==> src/rtl/evprof_pkg.sv <==
package evprof_pkg;
   localparam int REF_SEL_W = 3;
   localparam int REF_CODES = 1 << REF_SEL_W;

   typedef enum logic {
      MODE_EVENT    = 1'b0,
      MODE_DURATION = 1'b1
   } cnt_mode_e;

   typedef enum logic [REF_SEL_W-1:0] {
      REF_SRC0  = 3'd0,
      REF_SRC1  = 3'd1,
      REF_SRC2  = 3'd2,
      REF_SRC3  = 3'd3,
      REF_SRC4  = 3'd4,
      REF_SRC5  = 3'd5,
      REF_RSVD6 = 3'd6,
      REF_RSVD7 = 3'd7
   } ref_sel_e;
endpackage

==> src/rtl/evprof_trigger.sv <==
module evprof_trigger #(
   parameter int NUM_MON      = 4,
   parameter int NUM_REF      = 6,
   parameter bit HAS_DURATION = 1'b1,
   parameter int MON_SEL_W    = 2
) (
   input  logic                              clk,
   input  logic                              rst_n,
   input  logic [NUM_MON-1:0]                mon_i,
   input  logic [NUM_REF-1:0]                ref_tick_i,
   input  logic                              duration_i,
   input  logic [evprof_pkg::REF_SEL_W-1:0]  ref_sel_i,
   input  logic [MON_SEL_W-1:0]              mon_sel_i,
   input  logic                              gate_i,
   output logic                              inc_o
);
   import evprof_pkg::*;

   localparam int MON_SLOTS = 1 << MON_SEL_W;

   logic [NUM_MON-1:0]   mon_prev_q;
   logic [NUM_MON-1:0]   mon_rise;
   logic [MON_SLOTS-1:0] level_pad;
   logic [MON_SLOTS-1:0] rise_pad;
   logic [REF_CODES-1:0] tick_pad;
   logic                 sel_level;
   logic                 sel_rise;
   logic                 sel_tick;

   // Edge history runs every cycle, gated or not, so a line that is
   // already high when counting opens is never mistaken for an edge.
   always_ff @(posedge clk) begin
      if (!rst_n) mon_prev_q <= '0;
      else        mon_prev_q <= mon_i;
   end

   assign mon_rise = mon_i & ~mon_prev_q;

   genvar gi;
   generate
      for (gi = 0; gi < MON_SLOTS; gi++) begin : g_mon_pad
         if (gi < NUM_MON) begin : g_real
            assign level_pad[gi] = mon_i[gi];
            assign rise_pad[gi]  = mon_rise[gi];
         end else begin : g_void
            assign level_pad[gi] = 1'b0;
            assign rise_pad[gi]  = 1'b0;
         end
      end
      for (gi = 0; gi < REF_CODES; gi++) begin : g_tick_pad
         if (gi < NUM_REF) begin : g_real
            assign tick_pad[gi] = ref_tick_i[gi];
         end else begin : g_rsvd
            assign tick_pad[gi] = 1'b0;
         end
      end
   endgenerate

   assign sel_level = level_pad[mon_sel_i];
   assign sel_rise  = rise_pad[mon_sel_i];
   assign sel_tick  = tick_pad[ref_sel_i];

   generate
      if (HAS_DURATION) begin : g_dual_mode
         always_comb begin
            if (cnt_mode_e'(duration_i) == MODE_DURATION)
               inc_o = gate_i & sel_level & sel_tick;
            else
               inc_o = gate_i & sel_rise;
         end
      end else begin : g_event_only
         logic unused_dur;
         assign unused_dur = duration_i ^ sel_level ^ sel_tick;
         assign inc_o = gate_i & sel_rise;
      end
   endgenerate
endmodule

==> src/rtl/evprof_count.sv <==
module evprof_count #(
   parameter int CNT_W = 32
) (
   input  logic             clk,
   input  logic             rst_n,
   input  logic             inc_i,
   input  logic             wr_i,
   input  logic [CNT_W-1:0] wdata_i,
   input  logic             clr_i,
   output logic [CNT_W-1:0] cnt_o,
   output logic             ovf_o
);
   localparam logic [CNT_W-1:0] ALL_ONES = {CNT_W{1'b1}};

   logic [CNT_W-1:0] cnt_q;
   logic             bump;

   assign bump  = inc_i & ~wr_i & ~clr_i;
   assign ovf_o = bump & (cnt_q == ALL_ONES);

   always_ff @(posedge clk) begin
      if (!rst_n)      cnt_q <= '0;
      else if (clr_i)  cnt_q <= '0;
      else if (wr_i)   cnt_q <= wdata_i;
      else if (bump)   cnt_q <= cnt_q + 1'b1;
   end

   assign cnt_o = cnt_q;
endmodule

==> src/rtl/evprof_cause.sv <==
module evprof_cause (
   input  logic clk,
   input  logic rst_n,
   input  logic hw_set_i,
   input  logic sw_set_i,
   input  logic sw_clr_i,
   input  logic mask_wr_i,
   input  logic mask_wdata_i,
   output logic cause_o,
   output logic masked_o
);
   logic cause_q;
   logic mask_q;

   always_ff @(posedge clk) begin
      if (!rst_n) begin
         cause_q <= 1'b0;
         mask_q  <= 1'b0;
      end else begin
         cause_q <= hw_set_i | sw_set_i | (cause_q & ~sw_clr_i);
         if (mask_wr_i) mask_q <= mask_wdata_i;
      end
   end

   assign cause_o  = cause_q;
   assign masked_o = cause_q & mask_q;
endmodule

==> src/rtl/evprof_counter.sv <==
module evprof_counter #(
   parameter int CNT_W        = 32,
   parameter int NUM_MON      = 4,
   parameter int NUM_REF      = 6,
   parameter bit HAS_DURATION = 1'b1
) (
   input  logic                                            clk,
   input  logic                                            rst_n,
   input  logic                                            win_active_i,
   input  logic [NUM_MON-1:0]                              mon_i,
   input  logic [NUM_REF-1:0]                              ref_tick_i,
   input  logic                                            cfg_enable_i,
   input  logic                                            cfg_duration_i,
   input  logic [2:0]                                      cfg_ref_sel_i,
   input  logic [$clog2((NUM_MON > 1) ? NUM_MON : 2)-1:0]  cfg_mon_sel_i,
   input  logic                                            cnt_wr_i,
   input  logic [CNT_W-1:0]                                cnt_wdata_i,
   input  logic                                            clr_all_i,
   input  logic                                            cause_clr_i,
   input  logic                                            cause_set_i,
   input  logic                                            mask_wr_i,
   input  logic                                            mask_wdata_i,
   output logic [CNT_W-1:0]                                cnt_o,
   output logic                                            cause_o,
   output logic                                            masked_o,
   output logic                                            irq_o
);
   import evprof_pkg::*;

   localparam int MON_SEL_W = $clog2((NUM_MON > 1) ? NUM_MON : 2);

   generate
      if (CNT_W < 2 || CNT_W > 64) begin : g_bad_cnt_w
         $error("evprof_counter: CNT_W must be within 2..64");
      end
      if (NUM_MON < 1) begin : g_bad_mon
         $error("evprof_counter: NUM_MON must be at least 1");
      end
      if (NUM_REF < 1 || NUM_REF > REF_CODES) begin : g_bad_ref
         $error("evprof_counter: NUM_REF must be within 1..8");
      end
   endgenerate

   logic gate;
   logic inc;
   logic ovf;

   assign gate = win_active_i & cfg_enable_i;

   evprof_trigger #(
      .NUM_MON      (NUM_MON),
      .NUM_REF      (NUM_REF),
      .HAS_DURATION (HAS_DURATION),
      .MON_SEL_W    (MON_SEL_W)
   ) u_trigger (
      .clk        (clk),
      .rst_n      (rst_n),
      .mon_i      (mon_i),
      .ref_tick_i (ref_tick_i),
      .duration_i (cfg_duration_i),
      .ref_sel_i  (cfg_ref_sel_i),
      .mon_sel_i  (cfg_mon_sel_i),
      .gate_i     (gate),
      .inc_o      (inc)
   );

   evprof_count #(
      .CNT_W (CNT_W)
   ) u_count (
      .clk     (clk),
      .rst_n   (rst_n),
      .inc_i   (inc),
      .wr_i    (cnt_wr_i),
      .wdata_i (cnt_wdata_i),
      .clr_i   (clr_all_i),
      .cnt_o   (cnt_o),
      .ovf_o   (ovf)
   );

   evprof_cause u_cause (
      .clk          (clk),
      .rst_n        (rst_n),
      .hw_set_i     (ovf),
      .sw_set_i     (cause_set_i),
      .sw_clr_i     (cause_clr_i),
      .mask_wr_i    (mask_wr_i),
      .mask_wdata_i (mask_wdata_i),
      .cause_o      (cause_o),
      .masked_o     (masked_o)
   );

   assign irq_o = masked_o;
endmodule

==> config.mk <==
export PLATFORM = sky130hd
export DESIGN_NAME = evprof_counter
export DESIGN_NICKNAME = d
export VERILOG_FILES = /design/src/rtl/evprof_pkg.sv /design/src/rtl/evprof_trigger.sv /design/src/rtl/evprof_count.sv /design/src/rtl/evprof_cause.sv /design/src/rtl/evprof_counter.sv
export SDC_FILE = /design/constraint.sdc
export NUM_CORES = 1
export LEC_CHECK = 0
export BUFFER_PORTS_ARGS = -buffer_cell sky130_fd_sc_hd__buf_2
export CAP_MARGIN = 0
export CORE_MARGIN = 5
export CORE_UTILIZATION = 40
export CTS_CLUSTER_DIAMETER = 40
export DETAILED_ROUTE_END_ITERATION = 10
export PLACE_DENSITY = 0.68
export SYNTH_ARGS = -nofsm -noshare
export SYNTH_HDL_FRONTEND = slang
export SYNTH_HIERARCHICAL = 1
export SYNTH_SLANG_ARGS = --single-unit
export TNS_END_PERCENT = 100
==> constraint.sdc <==
create_clock -name clk -period 3.15 [get_ports clk]
set_clock_uncertainty 0.05 [all_clocks]
set_input_delay 0 -clock clk [delete_from_list [all_inputs] [get_ports clk]]
set_output_delay 0 -clock clk [all_outputs]
set_load 0.005 [all_outputs]
Yosys cells after proc, flatten, opt, wreduce, memory -nomap -nowiden
Index checks and enable logic that the tools add are counted.
{"block": "word_totals", "ff_bits": 38, "in_bits": 58, "out_inout_bits": 35, "word_cells": 36}
{"block": "op_classes", "addsub": 1, "order_cmp": 2, "eq_ne": 1, "mux": 9, "bitwise": 17, "reduce_logical": 2}
{"cell": "two-way mux 32 bit", "count": 2}
{"cell": "adder 32 x 1 -> 32 bit (second input constant)", "count": 1}
{"cell": "equality test 32 bit (second input constant)", "count": 1}
{"cell": "bitwise AND 1 bit", "count": 9}
{"cell": "bitwise AND 4 bit", "count": 1}
{"cell": "binary-select mux 1 bit (select 2 bit)", "count": 2}
{"cell": "less-than comparator 3 x 4 -> 1 bit (second input constant)", "count": 1}
{"cell": "two-way mux 1 bit", "count": 4}
{"cell": "inverter 1 bit", "count": 4}
{"cell": "inverter 4 bit", "count": 1}
{"cell": "binary-select mux 1 bit (select 3 bit)", "count": 1}
{"cell": "less-than comparator 2 x 3 -> 1 bit (second input constant)", "count": 1}
{"cell": "OR 1 bit", "count": 2}
{"cell": "nonzero test 2 bit", "count": 1}
{"cell": "OR reduction 2 bit", "count": 1}

Longest topological paths before layout
Gate-level depths: netlist of run 1.
{"block": "depth", "depth_word": 11, "depth_mapped": 9}

Cells and area by module
Netlist of run 1, hierarchy kept.
{"mod": "evprof_count", "n_inst": 1, "cells_per_inst": 232, "area_per_inst_um2": 1914.3, "seq_area_each_um2": 640.6}
{"mod": "evprof_trigger", "n_inst": 1, "cells_per_inst": 22, "area_per_inst_um2": 256.5, "seq_area_each_um2": 80.1}
{"mod": "evprof_cause", "n_inst": 1, "cells_per_inst": 7, "area_per_inst_um2": 86.3, "seq_area_each_um2": 40.0}
{"mod": "evprof_counter", "n_inst": 1, "cells_per_inst": 2, "area_per_inst_um2": 13.8, "seq_area_each_um2": 0.0}

Worst setup path before layout of run 1
No wires, ideal clock.
{"block": "synth_timing", "path_type": "register to register", "startpoint": "register u_trigger.mon_prev_q[3]", "endpoint": "register u_count.cnt_q[25], in the netlist u_count/cnt_o[25]", "setup_ps": 133, "arrival_ps": 2179, "t_required_ps": 2967, "setup_slack_ps": 789, "path_stages_with_launch": 10, "path_buffers": 1, "period_less_slack_ps": 2361, "cell_sequence": "dfxtp_1 -> nand2b_1 -> mux4_2 -> o32ai_2 -> nor2b_1 -> buf_6 -> nand4_1 -> nor4_1 -> xnor2_1 -> a21oi_1"}
{"block": "synth_via", "elab_chain_len": 9}
{"item": "start, declared", "line_no": "evprof_trigger.sv:21", "source": "logic [NUM_MON-1:0] mon_prev_q;"}
{"item": "start signal, assigned", "line_no": "evprof_trigger.sv:34", "source": "else mon_prev_q <= mon_i;"}
{"item": "inverter 4 bit", "line_no": "evprof_trigger.sv:37", "source": "assign mon_rise = mon_i & ~mon_prev_q;"}
{"item": "bitwise AND 4 bit", "line_no": "evprof_trigger.sv:37"}
{"item": "binary-select mux 1 bit (select 2 bit)", "line_no": "evprof_trigger.sv:60", "source": "assign sel_rise = rise_pad[mon_sel_i];"}
{"item": "two-way mux 1 bit (not written as such)", "line_no": "evprof_trigger.sv:60"}
{"item": "bitwise AND 1 bit", "line_no": "evprof_trigger.sv:69", "source": "inc_o = gate_i & sel_rise;"}
{"item": "two-way mux 1 bit", "line_no": "evprof_trigger.sv:66", "source": "if (cnt_mode_e'(duration_i) == MODE_DURATION)"}
{"item": "named net inc", "line_no": "evprof_counter.sv:45", "source": "logic inc;"}
{"item": "bitwise AND 1 bit (2 in series)", "line_no": "evprof_count.sv:18", "source": "assign bump = inc_i & ~wr_i & ~clr_i;"}
{"item": "nonzero test 2 bit (no line)"}
{"item": "end signal, assigned", "line_no": "evprof_count.sv:24", "source": "else if (wr_i) cnt_q <= wdata_i;"}
{"item": "end signal, assigned", "line_no": "evprof_count.sv:25", "source": "else if (bump) cnt_q <= cnt_q + 1'b1;"}
{"item": "end, declared", "line_no": "evprof_count.sv:15", "source": "logic [CNT_W-1:0] cnt_q;"}
The timed path passes the listed nets, and every way through them passes these cells. The select of a mux whose other input is x is not followed.
A chain may end at the register's enable or synchronous reset.

Final worst setup path of run 1
{"block": "layout_timing", "startpoint": "register u_trigger.mon_prev_q[3]", "endpoint": "register u_cause.cause_q, in the netlist u_cause/cause_o"}
{"block": "layout_via", "elab_chain_len": 11}
{"item": "inverter 4 bit", "line_no": "evprof_trigger.sv:37"}
{"item": "bitwise AND 4 bit", "line_no": "evprof_trigger.sv:37"}
{"item": "binary-select mux 1 bit (select 2 bit)", "line_no": "evprof_trigger.sv:60"}
{"item": "two-way mux 1 bit (not written as such)", "line_no": "evprof_trigger.sv:60"}
{"item": "bitwise AND 1 bit", "line_no": "evprof_trigger.sv:69"}
{"item": "two-way mux 1 bit", "line_no": "evprof_trigger.sv:66"}
{"item": "named net inc", "line_no": "evprof_counter.sv:45"}
{"item": "bitwise AND 1 bit (2 in series)", "line_no": "evprof_count.sv:18"}
{"item": "bitwise AND 1 bit", "line_no": "evprof_count.sv:19", "source": "assign ovf_o = bump & (cnt_q == ALL_ONES);"}
{"item": "named net ovf", "line_no": "evprof_counter.sv:46", "source": "logic ovf;"}
{"item": "OR 1 bit (2 in series)", "line_no": "evprof_cause.sv:20", "source": "cause_q <= hw_set_i | sw_set_i | (cause_q & ~sw_clr_i);"}
{"item": "end signal, assigned", "line_no": "evprof_cause.sv:20"}
{"item": "end, declared", "line_no": "evprof_cause.sv:12", "source": "logic cause_q;"}
The timed path passes the listed nets, and every way through them passes these cells. The select of a mux whose other input is x is not followed.

==> implementation parameters, run 1 <==
Parameter                              Value

STA
  Final sum of negative setup slack    0 ps
  Slew headroom    53.85%
  Hold violation count in the final report    0
  Max Freq    0.3584 GHz
  Final setup fails    0
  Share of the clock period used by the worst path    88.59%
  Hold slack final    102.8 ps
  Total count of max-transition violations in the final report    0
  Final WS setup    359.5 ps
  Unrepaired setup endpoints after global routing    no
  Transition at the pin with the smallest max-transition slack    692.2 ps
  Minimum period implied by the final worst setup slack    2791 ps

Yosys
  Post-synth EDFFs    0
  Net count after synthesis    322
  Fraction of the yosys area taken by sequential cells    33.50%
  Number of flip-flops and latches in the synthesized netlist    38
  Number of instances in the synthesized netlist    263
  Dominant synthesized flop cell    sky130_fd_sc_hd__dfxtp_1
  Synth warn    6
  Share of synthesized flip-flops with an asynchronous set or reset    0%
  Mean area per synthesized cell    8.635 µm²
  Number of distinct library cells after synthesis    49
  Cell area after technology mapping    0.002271 mm²

Clocking
  Total clock sinks    38
  Post-CTS Hold Fix Bufs    45
  Maximum root-to-sink buffer count    2
  CTS tree    yes
  Clock transition at the registers of the reported paths    70 ps
  Insertion delay to the later sink of the worst-skew pair    290 ps
  Cells resized by post-CTS repair    0
  Number of setup buffers added after CTS    0
  CTS Buf Count    5
  H-tree levels    2
  Library cell used as clock root buffer    sky130_fd_sc_hd__clkbuf_8

Power and ir drop
  Highest ir drop seen on vdd    0.2153 mV
  Part of the total power dissipated in the clock network    36.6%
  Net switching component of the power    0.0002682 W
  Pwr dens    337.6 mW/mm²
  Internal portion of total power    0.0008495 W
  Switching portion of total power    23.99%
  Relative contribution of sequential cells to total power    46.8%
  Leak    1.376 nW
  Comb pwr share    16.6%

Floorplanning
  Width of the die    85.35 µm
  Core outline area    0.005507 mm²
  Floorplan row count    27
  I/O pin cnt    93
  Area enclosed by the die boundary    0.007284 mm²
  Effective utilization at floorplan    41.24%
  Die outline height    85.35 µm

Worst setup path
  Critical Path Source Type    flop
  Endpoint of the worst register-to-register path    u_cause/cause_o$_SDFF_PN0_
  Worst reg2reg path depth    9
  Maximum fanout count along the critical path    6
  Register-to-register path setup slack    360 ps
  Crit. End Element    flop
  Type of the worst setup path    flop to flop
  Arrival time at the worst endpoint    2980 ps
  CP Capture Point    u_cause/cause_o$_SDFF_PN0_
  Start point of the critical path    u_trigger/mon_prev_q[3]$_SDFF_PN0_
  Required time reported for the critical path endpoint    3340 ps
  Startpoint of the worst-slack reg-to-reg timing path    u_trigger/mon_prev_q[3]$_SDFF_PN0_

Final layout
  # nets final    456
  Finished layout cell area    0.003311 mm²
  Ratio of cells with drive above 1 in the final layout    30.40%
  Layout Area Growth over Synthesis    45.79%
  Non-filler instance count after layout    470
  Inserted Diodes    0

GRT
  Maximum number of pins on one net before global-route repair    28
  Global route total overflow    0
  Number of antenna violations at the first check in global routing    0
  First-pass GRT wire length    11,030 µm
  Via count of the first global-routing pass    2,385
  All-layer global routing usage    18.55%

Routing
  Overall via count from detail_route    2,406
  Via density per instance    5.119
  Post-detailed-route wirelength per cell    14.08 µm
  Initial DRT Pass Iterations    5
  Antenna violation net count after detailed routing    0
  Total length of routed wires    6619 µm
  DRC violation total after the first TritonRoute iteration    121
  Post-route DRC violation count    0

Place
  Count of buffers from port buffering    92
  Worst setup slack after placement    597.2 ps
  Cell area reported after detailed placement    0.002754 mm²
  Dpl cells    417
  DPL Wire Length    4675 µm
  Routability Congestion    0.8226

Min path
  Worst hold path class    input port to flop

Run
  Number of max-cap violations    0

Outcome
  Outcome    finished clean
[per-layer routing]
| metal | vias to the layer above | global-route usage, % | part of all wire (%) |
|---|---|---|---|
| met3 | 11 | 4.854 | 7.7 |
| li1 | 1219 | - | - |
| met1 | 1090 | 22.44 | 43 |
| met4 | 0 | 6.763 | 1.6 |
| met5 | - | 0 | 0 |
| met2 | 86 | 31.50 | 48 |
[power by group through the flow]
stage                     sequential [W]  clock [W]  combinational (W)
final                           0.000523   0.000409           0.000185
after CTS                       0.000523   0.000418           0.000186
after floorplan                 0.000530          0          0.0000753
after global placement          0.000533          0           0.000140
after detailed placement        0.000534          0           0.000141
after global routing            0.000527   0.000442           0.000206
[cell usage after synthesis, types with 2 or more instances]
master	n	area [µm²]
sky130_fd_sc_hd__nand3_1	14	70.07
sky130_fd_sc_hd__clkbuf_1	5	18.77
sky130_fd_sc_hd__nand4_4	2	42.54
sky130_fd_sc_hd__xor2_1	2	17.52
sky130_fd_sc_hd__and3_1	7	43.79
sky130_fd_sc_hd__nand2_1	17	63.81
sky130_fd_sc_hd__buf_6	3	33.78
sky130_fd_sc_hd__a21oi_1	29	145.1
sky130_fd_sc_hd__and4b_1	2	20.02
sky130_fd_sc_hd__nor2b_1	4	25.02
sky130_fd_sc_hd__and2_1	5	31.28
sky130_fd_sc_hd__and4_1	2	17.52
sky130_fd_sc_hd__o22ai_1	3	18.77
sky130_fd_sc_hd__dfxtp_1	38	760.7
sky130_fd_sc_hd__mux2i_1	4	40.04
sky130_fd_sc_hd__o31ai_1	2	15.01
sky130_fd_sc_hd__buf_4	2	15.01
sky130_fd_sc_hd__o21ai_0	17	85.08
sky130_fd_sc_hd__and2_2	4	30.03
sky130_fd_sc_hd__nor2_1	12	45.04
sky130_fd_sc_hd__nand2b_1	6	37.54
sky130_fd_sc_hd__inv_1	7	26.28
sky130_fd_sc_hd__nand4_1	9	56.30
sky130_fd_sc_hd__mux4_2	3	67.56
sky130_fd_sc_hd__and4_2	2	20.02
sky130_fd_sc_hd__nor4_1	5	31.28
sky130_fd_sc_hd__xnor2_1	26	227.7
sky130_fd_sc_hd__nor3_1	10	50.05
[how the worst min path moves through the flow]
| stage | from | to | slack, ps | cells past startpoint |
|---|---|---|---|---|
| after global routing | cnt_wr_i | u_count/cnt_o[11]$_SDFFE_PP0P_ | 110 | 3 |
| final | cnt_wr_i | u_count/cnt_o[11]$_SDFFE_PP0P_ | 100 | 3 |
| after detailed placement | cause_set_i | u_cause/cause_o$_SDFF_PN0_ | 190 | 2 |
| after CTS | cnt_wr_i | u_count/cnt_o[11]$_SDFFE_PP0P_ | 90 | 3 |
| after floorplan | mon_i[0] | u_trigger/mon_prev_q[0]$_SDFF_PN0_ | 70 | 1 |
| after global placement | cause_set_i | u_cause/cause_o$_SDFF_PN0_ | 170 | 2 |
[sequential cells by signal, summed over array words and instances (netlist names)]
| name | cells |
|---|---|
| u_cause/cause_o | 1 |
| u_trigger/mon_prev_q | 4 |
| u_count/cnt_o | 32 |
| u_cause/mask_q | 1 |
[per-stage QoR]
stage | total power (W) | utilization [%]
2_1_floorplan | 0.0006056 | -
4_1_cts | 0.001126 | 60.12
3_5_place_dp | 0.0006753 | 50.01
6_report | 0.001118 | 60.12
5_1_grt | 0.001174 | 60.12
3_3_place_gp | 0.0006728 | 50.01
[critical path, cell delays in order (launching register included)]
cell and delay [ps]:
sky130_fd_sc_hd__dfxtp_1 300, sky130_fd_sc_hd__nand2b_1 120, sky130_fd_sc_hd__mux4_2 470, sky130_fd_sc_hd__o32ai_2 330, sky130_fd_sc_hd__nand2b_1 230, sky130_fd_sc_hd__nor2_1 230
sky130_fd_sc_hd__nand4_1 120, sky130_fd_sc_hd__nor4_1 200, sky130_fd_sc_hd__o31a_1 170, sky130_fd_sc_hd__dlygate4sd3_1 530
[layout make-up]
cell class / instances / area (µm²)
timing repair buffer: 140 / 933.4
clock inverter: 1 / 30.03
inverter: 8 / 30.03
sequential: 38 / 760.7
tap: 72 / 90.09
multi-input combinational: 204 / 1390
fill: 500 / 2196
clock buffer: 7 / 76.32
[cell families after synthesis]
group | after synthesis | share of synthesized area, %
fa+ha+maj | 1 | 0.5509
compound gates | 57 | 14.44
mux | 8 | 5.234
xor+xnor | 28 | 10.80
buf+inv | 21 | 5.289
flops | 38 | 33.50
simple gates | 110 | 30.19
[placed cells by master (no fill, tap or decap), types with 3 or more instances in the layout]
master,n
sky130_fd_sc_hd__nor2b_1,4
sky130_fd_sc_hd__and3_1,7
sky130_fd_sc_hd__and2_2,4
sky130_fd_sc_hd__nand2_1,17
sky130_fd_sc_hd__dfxtp_1,38
sky130_fd_sc_hd__buf_4,3
sky130_fd_sc_hd__nand3_1,14
sky130_fd_sc_hd__buf_2,92
sky130_fd_sc_hd__nand2b_1,6
sky130_fd_sc_hd__mux4_2,3
sky130_fd_sc_hd__inv_1,7
sky130_fd_sc_hd__nor4_1,5
sky130_fd_sc_hd__and2_1,5
sky130_fd_sc_hd__o22ai_1,3
sky130_fd_sc_hd__mux2i_1,4
sky130_fd_sc_hd__a21oi_1,29
sky130_fd_sc_hd__nor3_1,10
sky130_fd_sc_hd__dlygate4sd3_1,45
sky130_fd_sc_hd__nand4_1,9
sky130_fd_sc_hd__nor2_1,12
sky130_fd_sc_hd__clkbuf_8,5
sky130_fd_sc_hd__o21ai_0,17
sky130_fd_sc_hd__xnor2_1,26
No activity file was read; power rests on OpenSTA's default activity.
==> inputs of run 2 (changes only) <==
--- a/config.mk
+++ b/config.mk
@@ -5,13 +5,14 @@
 export SDC_FILE = /design/constraint.sdc
 export NUM_CORES = 1
 export LEC_CHECK = 0
+export ABC_AREA = 1
 export BUFFER_PORTS_ARGS = -buffer_cell sky130_fd_sc_hd__buf_2
 export CAP_MARGIN = 0
 export CORE_MARGIN = 5
 export CORE_UTILIZATION = 40
 export CTS_CLUSTER_DIAMETER = 40
 export DETAILED_ROUTE_END_ITERATION = 10
-export PLACE_DENSITY = 0.68
+export PLACE_DENSITY = 0.66
 export SYNTH_ARGS = -nofsm -noshare
 export SYNTH_HDL_FRONTEND = slang
 export SYNTH_HIERARCHICAL = 1
==> run 2 against run 1 <==
Largest power group unchanged. Final area up 12%. Hold slack worse by 88 ps. Critical path type is now input port to flop. Count of clock-buffer cells in the layout unchanged. Area after synthesis up 21%. Largest cell class unchanged.
==> implementation parameters, run 2 <==
Parameter                              Value

Worst setup path
  Crit. End Element    flop
  Max incr delay on CP    550 ps
  Arrival time at the worst endpoint    3090 ps
  Dominant cell type by count on the critical path    sky130_fd_sc_hd__inv_1
  CP bufs+invs    7
  Critical Path Source Type    input port
  Type of the worst setup path    input port to flop
  Worst-path cell chain    dlygate4sd3_1 -> buf_2 -> nand2_1 -> o211ai_1 -> nand3_1 -> nand2_1 -> inv_1 -> nor2_2 -> buf_4 -> inv_1 -> nor2_4 -> inv_1 -> nor4_2 -> nor2_1 -> a21oi_1 -> dlygate4sd3_1
  Maximum fanout count along the critical path    13
  Gate family responsible for the most delay along the worst path    buffers and inverters
  Required time reported for the critical path endpoint    3340 ps
  Slowest cell on the critical path    sky130_fd_sc_hd__dlygate4sd3_1

Floorplanning
  Core outline area    0.006756 mm²
  Area enclosed by the die boundary    0.008651 mm²
  Floorplan row count    30
  Effective utilization at floorplan    40.80%
  I/O pin cnt    93
  Width of the die    93.01 µm
  Die outline height    93.01 µm

Outcome
  Outcome    finished clean

Final layout
  Layout Utilization    54.72%
  Ratio of cells with drive above 1 in the final layout    22.79%
  Most frequent cells in the layout    134 x sky130_fd_sc_hd__nand2_1, 92 x sky130_fd_sc_hd__buf_2, 63 x sky130_fd_sc_hd__inv_1
  Finished layout cell area    0.003697 mm²
  Layout Area Growth over Synthesis    34.14%
  # nets final    647
  Inserted Diodes    0
  Largest register FFs    32
  Most common cell after layout, fill and taps aside    sky130_fd_sc_hd__nand2_1

Power and ir drop
  Leak    1.716 nW
  Pwr dens    281.5 mW/mm²
  Highest ir drop seen on vdd    0.1602 mV
  Power, Total    0.001041 W

Min path
  Worst hold path class    input port to flop

Clocking
  Clock transition at the registers of the reported paths    80 ps
  Maximum root-to-sink buffer count    2
  Insertion delay to the later sink of the worst-skew pair    290 ps
  H-tree levels    2
  CTS Buf Count    5
  Total clock sinks    38
  Library cell used as clock root buffer    sky130_fd_sc_hd__clkbuf_8
  CTS tree    yes

Yosys
  Yosys top cell area share    27.60%
  Cell types occupying the most area after synthesis    sky130_fd_sc_hd__dfxtp_1 28%, sky130_fd_sc_hd__nand2_1 18%, sky130_fd_sc_hd__inv_1 8.6%
  Post-synth EDFFs    0
  Cell area after technology mapping    0.002756 mm²
  Number of flip-flops and latches in the synthesized netlist    38
  Net count after synthesis    526
  Share of synthesized flip-flops with an asynchronous set or reset    0%
  Synth warn    6
  Dominant synthesized flop cell    sky130_fd_sc_hd__dfxtp_1
  Most common library cells after synthesis    134 x sky130_fd_sc_hd__nand2_1, 63 x sky130_fd_sc_hd__inv_1, 63 x sky130_fd_sc_hd__nor2_1, 41 x sky130_fd_sc_hd__nand3_1, 38 x sky130_fd_sc_hd__dfxtp_1
  Cell type contributing the most total cell area after synthesis    sky130_fd_sc_hd__dfxtp_1
  Mean area per synthesized cell    5.902 µm²
  Number of instances in the synthesized netlist    467
  Fraction of the yosys area taken by sequential cells    27.60%
  Number of distinct library cells after synthesis    34
  Most repeated cell in the gate-level netlist after synthesis    sky130_fd_sc_hd__nand2_1

Routing
  Initial DRT Pass Iterations    4
  Post-detailed-route wirelength per cell    13.37 µm
  DRC violation total after the first TritonRoute iteration    211
  Post-route DRC violation count    0
  Overall via count from detail_route    3,381
  Via density per instance    5.061
  Total length of routed wires    8930 µm
  Antenna violation net count after detailed routing    0

STA
  Transition at the pin with the smallest max-transition slack    1161 ps
  Final sum of negative setup slack    0 ps
  Hold slack final    14.90 ps
  Max Freq    0.3452 GHz
  Slew headroom    22.41%
  Share of the clock period used by the worst path    91.97%
  Hold violation count in the final report    0
  Unrepaired setup endpoints after global routing    no
  Minimum period implied by the final worst setup slack    2897 ps
  Final setup fails    0
  Total count of max-transition violations in the final report    0

GRT
  Maximum number of pins on one net before global-route repair    32
  Gr busiest metal    met2
  Number of antenna violations at the first check in global routing    0
  First-pass GRT wire length    14,960 µm
  Via count of the first global-routing pass    3,258
  Global route total overflow    0
  All-layer global routing usage    21.20%
  Met2 usage    36.95%
  Met1 track utilization from global routing    26.22%
  Met3 layer usage reported by global route    4.103%

Place
  Cell area reported after detailed placement    0.003277 mm²
  Routability Congestion    0.8843
  DPL Wire Length    6496 µm
  Count of buffers from port buffering    92

Run
  Number of max-cap violations    0
## run 2: report_power, final
| part | switching [W] | total [W] | internal [W] |
|---|---|---|---|
| sequential | 0.0000208 | 0.000519 | 0.000498 |
| combinational | 0.0000994 | 0.000197 | 0.0000975 |
| clock | 0.000173 | 0.000325 | 0.000153 |
| total | 0.000293 | 0.00104 | 0.000748 |
## run 2: logic make-up after synthesis
family                   share of synthesized area (%)
flip-flops                                       27.60
AO/OA/AOI/OAI                                    12.62
AND/OR/NAND/NOR                                  47.53
buffers and inverters                            11.80
adder cells (fa/ha/maj)                         0.4539
## run 2: final cells by class
type                       count  area (µm²)
multi-input combinational    346        1684
fill                         712        3059
sequential                    38       760.7
clock buffer                   7       76.32
tap                           80       100.1
inverter                      68       255.2
timing repair buffer         129       820.8
## run 2: worst paths after layout
kind | start | slack, ps | end | depth (start not counted)
setup / recovery | mon_i[1] | 250 | u_cause/cause_o$_SDFF_PN0_ | 16
hold / removal | cnt_wdata_i[26] | 10 | u_count/cnt_o[26]$_SDFFE_PP0P_ | 5
setup reg to reg | u_trigger/mon_prev_q[0]$_SDFF_PN0_ | 320 | u_cause/cause_o$_SDFF_PN0_ | 14
hold reg to reg | u_count/cnt_o[0]$_SDFFE_PP0P_ | 460 | u_count/cnt_o[0]$_SDFFE_PP0P_ | 2
## run 2: metrics by stage
stage          setup slack, ps  cells
6_report                 253.1    668
5_1_grt                  69.50    668
4_1_cts                  94.74    668
3_5_place_dp             703.8    628
3_3_place_gp             776.1    628
2_1_floorplan             1536    467
## run 2: worst min-delay path: stages
cell and delay, ps:
sky130_fd_sc_hd__buf_2 90, sky130_fd_sc_hd__nand2_1 50, sky130_fd_sc_hd__o21ai_0 70, sky130_fd_sc_hd__inv_1 50
sky130_fd_sc_hd__a21oi_1 50
## run 2: routing by layer
metal | up-vias | part of all wire (%)
li1 | 1736 | -
met1 | 1511 | 44
met2 | 119 | 47
met3 | 15 | 6.4
met4 | 0 | 2.0
met5 | - | 0
## run 2: repair_timing
action / 4_1_cts / 5_1_grt
endpoints found under the hold margin: 25 / 0
endpoints found under the setup margin: 0 / 1
buffers inserted: 0 / 0
hold buffers: 33 / 0
resized for setup: 0 / 3
==> inputs of run 3 (changes only) <==
--- a/config.mk
+++ b/config.mk
@@ -8,11 +8,13 @@
 export ABC_AREA = 1
 export BUFFER_PORTS_ARGS = -buffer_cell sky130_fd_sc_hd__buf_2
 export CAP_MARGIN = 0
+export CELL_PAD_IN_SITES_DETAIL_PLACEMENT = 0
+export CELL_PAD_IN_SITES_GLOBAL_PLACEMENT = 1
 export CORE_MARGIN = 5
-export CORE_UTILIZATION = 40
+export CORE_UTILIZATION = 34
 export CTS_CLUSTER_DIAMETER = 40
 export DETAILED_ROUTE_END_ITERATION = 10
-export PLACE_DENSITY = 0.66
+export PLACE_DENSITY_LB_ADDON = 0.1
 export SYNTH_ARGS = -nofsm -noshare
 export SYNTH_HDL_FRONTEND = slang
 export SYNTH_HIERARCHICAL = 1
==> run 3 against run 2 <==
Via count decreased by 1.9%. Global-route usage decreased by 2.0 points. Worst setup slack improved by 11 ps. Register-to-register slack about the same. Count of clock-buffer cells in the layout decreased by 1. Flip-flop and latch count unchanged. Critical path depth increased by 1. Die area increased by 16%. Fmax increased by 0.39%. Critical endpoint unchanged. Largest cell class unchanged.
==> implementation parameters, run 3 (synthesis results as in run 2) <==
Parameter                              Value

Place
  Routability Congestion    0.8380
  Count of buffers from port buffering    92
  DPL Wire Length    7020 µm
  Worst setup slack after placement    939.2 ps

Outcome
  Outcome    finished clean

Power and ir drop
  Pwr dens    285.3 mW/mm²
  Highest ir drop seen on vdd    0.1423 mV
  Leak    1.726 nW

Worst setup path
  Type of the worst setup path    input port to flop
  Required time reported for the critical path endpoint    3340 ps
  Crit. End Element    flop
  Arrival time at the worst endpoint    3070 ps
  Critical Path Source Type    input port
  Maximum fanout count along the critical path    13

Clocking
  Number of setup buffers added after CTS    0
  CTS Buf Count    5
  Total clock sinks    38
  CTS tree    yes
  H-tree levels    2
  Cells resized by post-CTS repair    0
  Library cell used as clock root buffer    sky130_fd_sc_hd__clkbuf_8
  Maximum root-to-sink buffer count    2
  Insertion delay to the later sink of the worst-skew pair    290 ps
  Clock transition at the registers of the reported paths    70 ps

Final layout
  Inserted Diodes    0
  Most common cell after layout, fill and taps aside    sky130_fd_sc_hd__nand2_1
  Largest register FFs    32
  Layout Area Growth over Synthesis    35.13%
  FILL cells    883
  # nets final    648
  Most frequent cells in the layout    134 x sky130_fd_sc_hd__nand2_1, 92 x sky130_fd_sc_hd__buf_2, 63 x sky130_fd_sc_hd__inv_1, 63 x sky130_fd_sc_hd__nor2_1, 41 x sky130_fd_sc_hd__nand3_1
  Ratio of cells with drive above 1 in the final layout    22.79%

Routing
  Post-detailed-route wirelength per cell    13.62 µm
  Post-route DRC violation count    0
  Overall via count from detail_route    3,316
  DRC violation total after the first TritonRoute iteration    183
  Total length of routed wires    9400 µm
  Antenna violation net count after detailed routing    0
  Via density per instance    4.806
  Initial DRT Pass Iterations    5

Min path
  Worst hold path class    input port to flop

Floorplanning
  Core outline area    0.007807 mm²
  Width of the die    100.0 µm
  Die outline height    100.0 µm
  Floorplan row count    32
  I/O pin cnt    93
  Area enclosed by the die boundary    0.01001 mm²
  Effective utilization at floorplan    35.30%

Run
  Number of max-cap violations    0

STA
  Hold violation count in the final report    0
  Total count of max-transition violations in the final report    0
  Final WS setup    264.4 ps
  Unrepaired setup endpoints after global routing    no
  Share of the clock period used by the worst path    91.61%
  Minimum period implied by the final worst setup slack    2886 ps
  Slew headroom    40.99%
  Final sum of negative setup slack    0 ps
  Final setup fails    0
  Max Freq    0.3466 GHz
  Transition at the pin with the smallest max-transition slack    883.0 ps

GRT
  Number of antenna violations at the first check in global routing    0
  Maximum number of pins on one net before global-route repair    29
  Global route total overflow    0
  First-pass GRT wire length    15,720 µm
  Via count of the first global-routing pass    3,225
  All-layer global routing usage    19.20%
[run 3: cell count changes in the layout (fill, tap and decap cells not counted), sizes merged]
cell and delta:
buf +1, clkbuf -1
[run 3: worst paths after layout]
| path | startpoint | to | slack (ps) | cells past startpoint |
|---|---|---|---|---|
| setup / recovery | mon_i[1] | u_cause/cause_o$_SDFF_PN0_ | 260 | 17 |
| hold / removal | cnt_wdata_i[25] | u_count/cnt_o[25]$_SDFFE_PP0P_ | 20 | 5 |
| hold reg to reg | u_count/cnt_o[0]$_SDFFE_PP0P_ | u_count/cnt_o[0]$_SDFFE_PP0P_ | 470 | 2 |
| setup reg to reg | u_trigger/mon_prev_q[0]$_SDFF_PN0_ | u_cause/cause_o$_SDFF_PN0_ | 330 | 13 |
[run 3: where the power goes]
| group | internal, W | total, W | switching (W) |
|---|---|---|---|
| registers | 0.000498 | 0.000519 | 0.0000207 |
| clock network | 0.000169 | 0.000347 | 0.000178 |
| logic | 0.0000979 | 0.000197 | 0.0000992 |
| total | 0.000765 | 0.00106 | 0.000298 |
[run 3: layer usage]
metal / vias to the layer above / global-route usage, % / wire length, µm
li1: 1736 / - / -
met1: 1454 / 25.58 / 4330
met2: 116 / 32.22 / 4273
met3: 10 / 3.336 / 699
met4: 0 / 4.767 / 96
met5: - / 0 / 0
[run 3: cell type report]
cell class	count	area, µm²	area share (%)
repair buffers	130	828.3	22.24
inverters	68	255.2	6.853
clock buffers	6	82.58	2.217
multi-input cells	346	1670	44.84
flip-flops and latches	38	760.7	20.42
well taps	102	127.6	3.426
[run 3: metrics by stage]
step / hold WS [ps] / instances / total power [W] / util (%) / instance area (µm²)
2_1_floorplan: 43.45 / 467 / 0.0006139 / - / 2756
3_3_place_gp: 151.8 / 651 / 0.0006957 / 42.42 / 3312
3_5_place_dp: 150.0 / 651 / 0.0006963 / 42.42 / 3312
4_1_cts: 10.79 / 690 / 0.001078 / 47.71 / 3725
5_1_grt: 31.16 / 690 / 0.001122 / 47.71 / 3725
6_report: 16.22 / 690 / 0.001063 / 47.71 / 3725
[run 3: repair_timing]
| action | in CTS | in global routing |
|---|---|---|
| endpoints found under the hold margin | 25 | 0 |
| hold buffers | 33 | 0 |
| setup endpoints to repair | 0 | 0 |
[run 3: critical path, stage by stage]
cell and delay, ps:
sky130_fd_sc_hd__dlygate4sd3_1 540, sky130_fd_sc_hd__buf_2 110, sky130_fd_sc_hd__nand2_1 60, sky130_fd_sc_hd__nand3_1 80, sky130_fd_sc_hd__nand3_1 70, sky130_fd_sc_hd__nor2_1 90
sky130_fd_sc_hd__nand2_1 60, sky130_fd_sc_hd__nand2_1 60, sky130_fd_sc_hd__inv_1 50, sky130_fd_sc_hd__nor2_2 80, sky130_fd_sc_hd__inv_1 230, sky130_fd_sc_hd__nor2_1 470
sky130_fd_sc_hd__inv_1 80, sky130_fd_sc_hd__nor4_1 320, sky130_fd_sc_hd__nor2_1 70, sky130_fd_sc_hd__a21oi_1 130, sky130_fd_sc_hd__dlygate4sd3_1 550
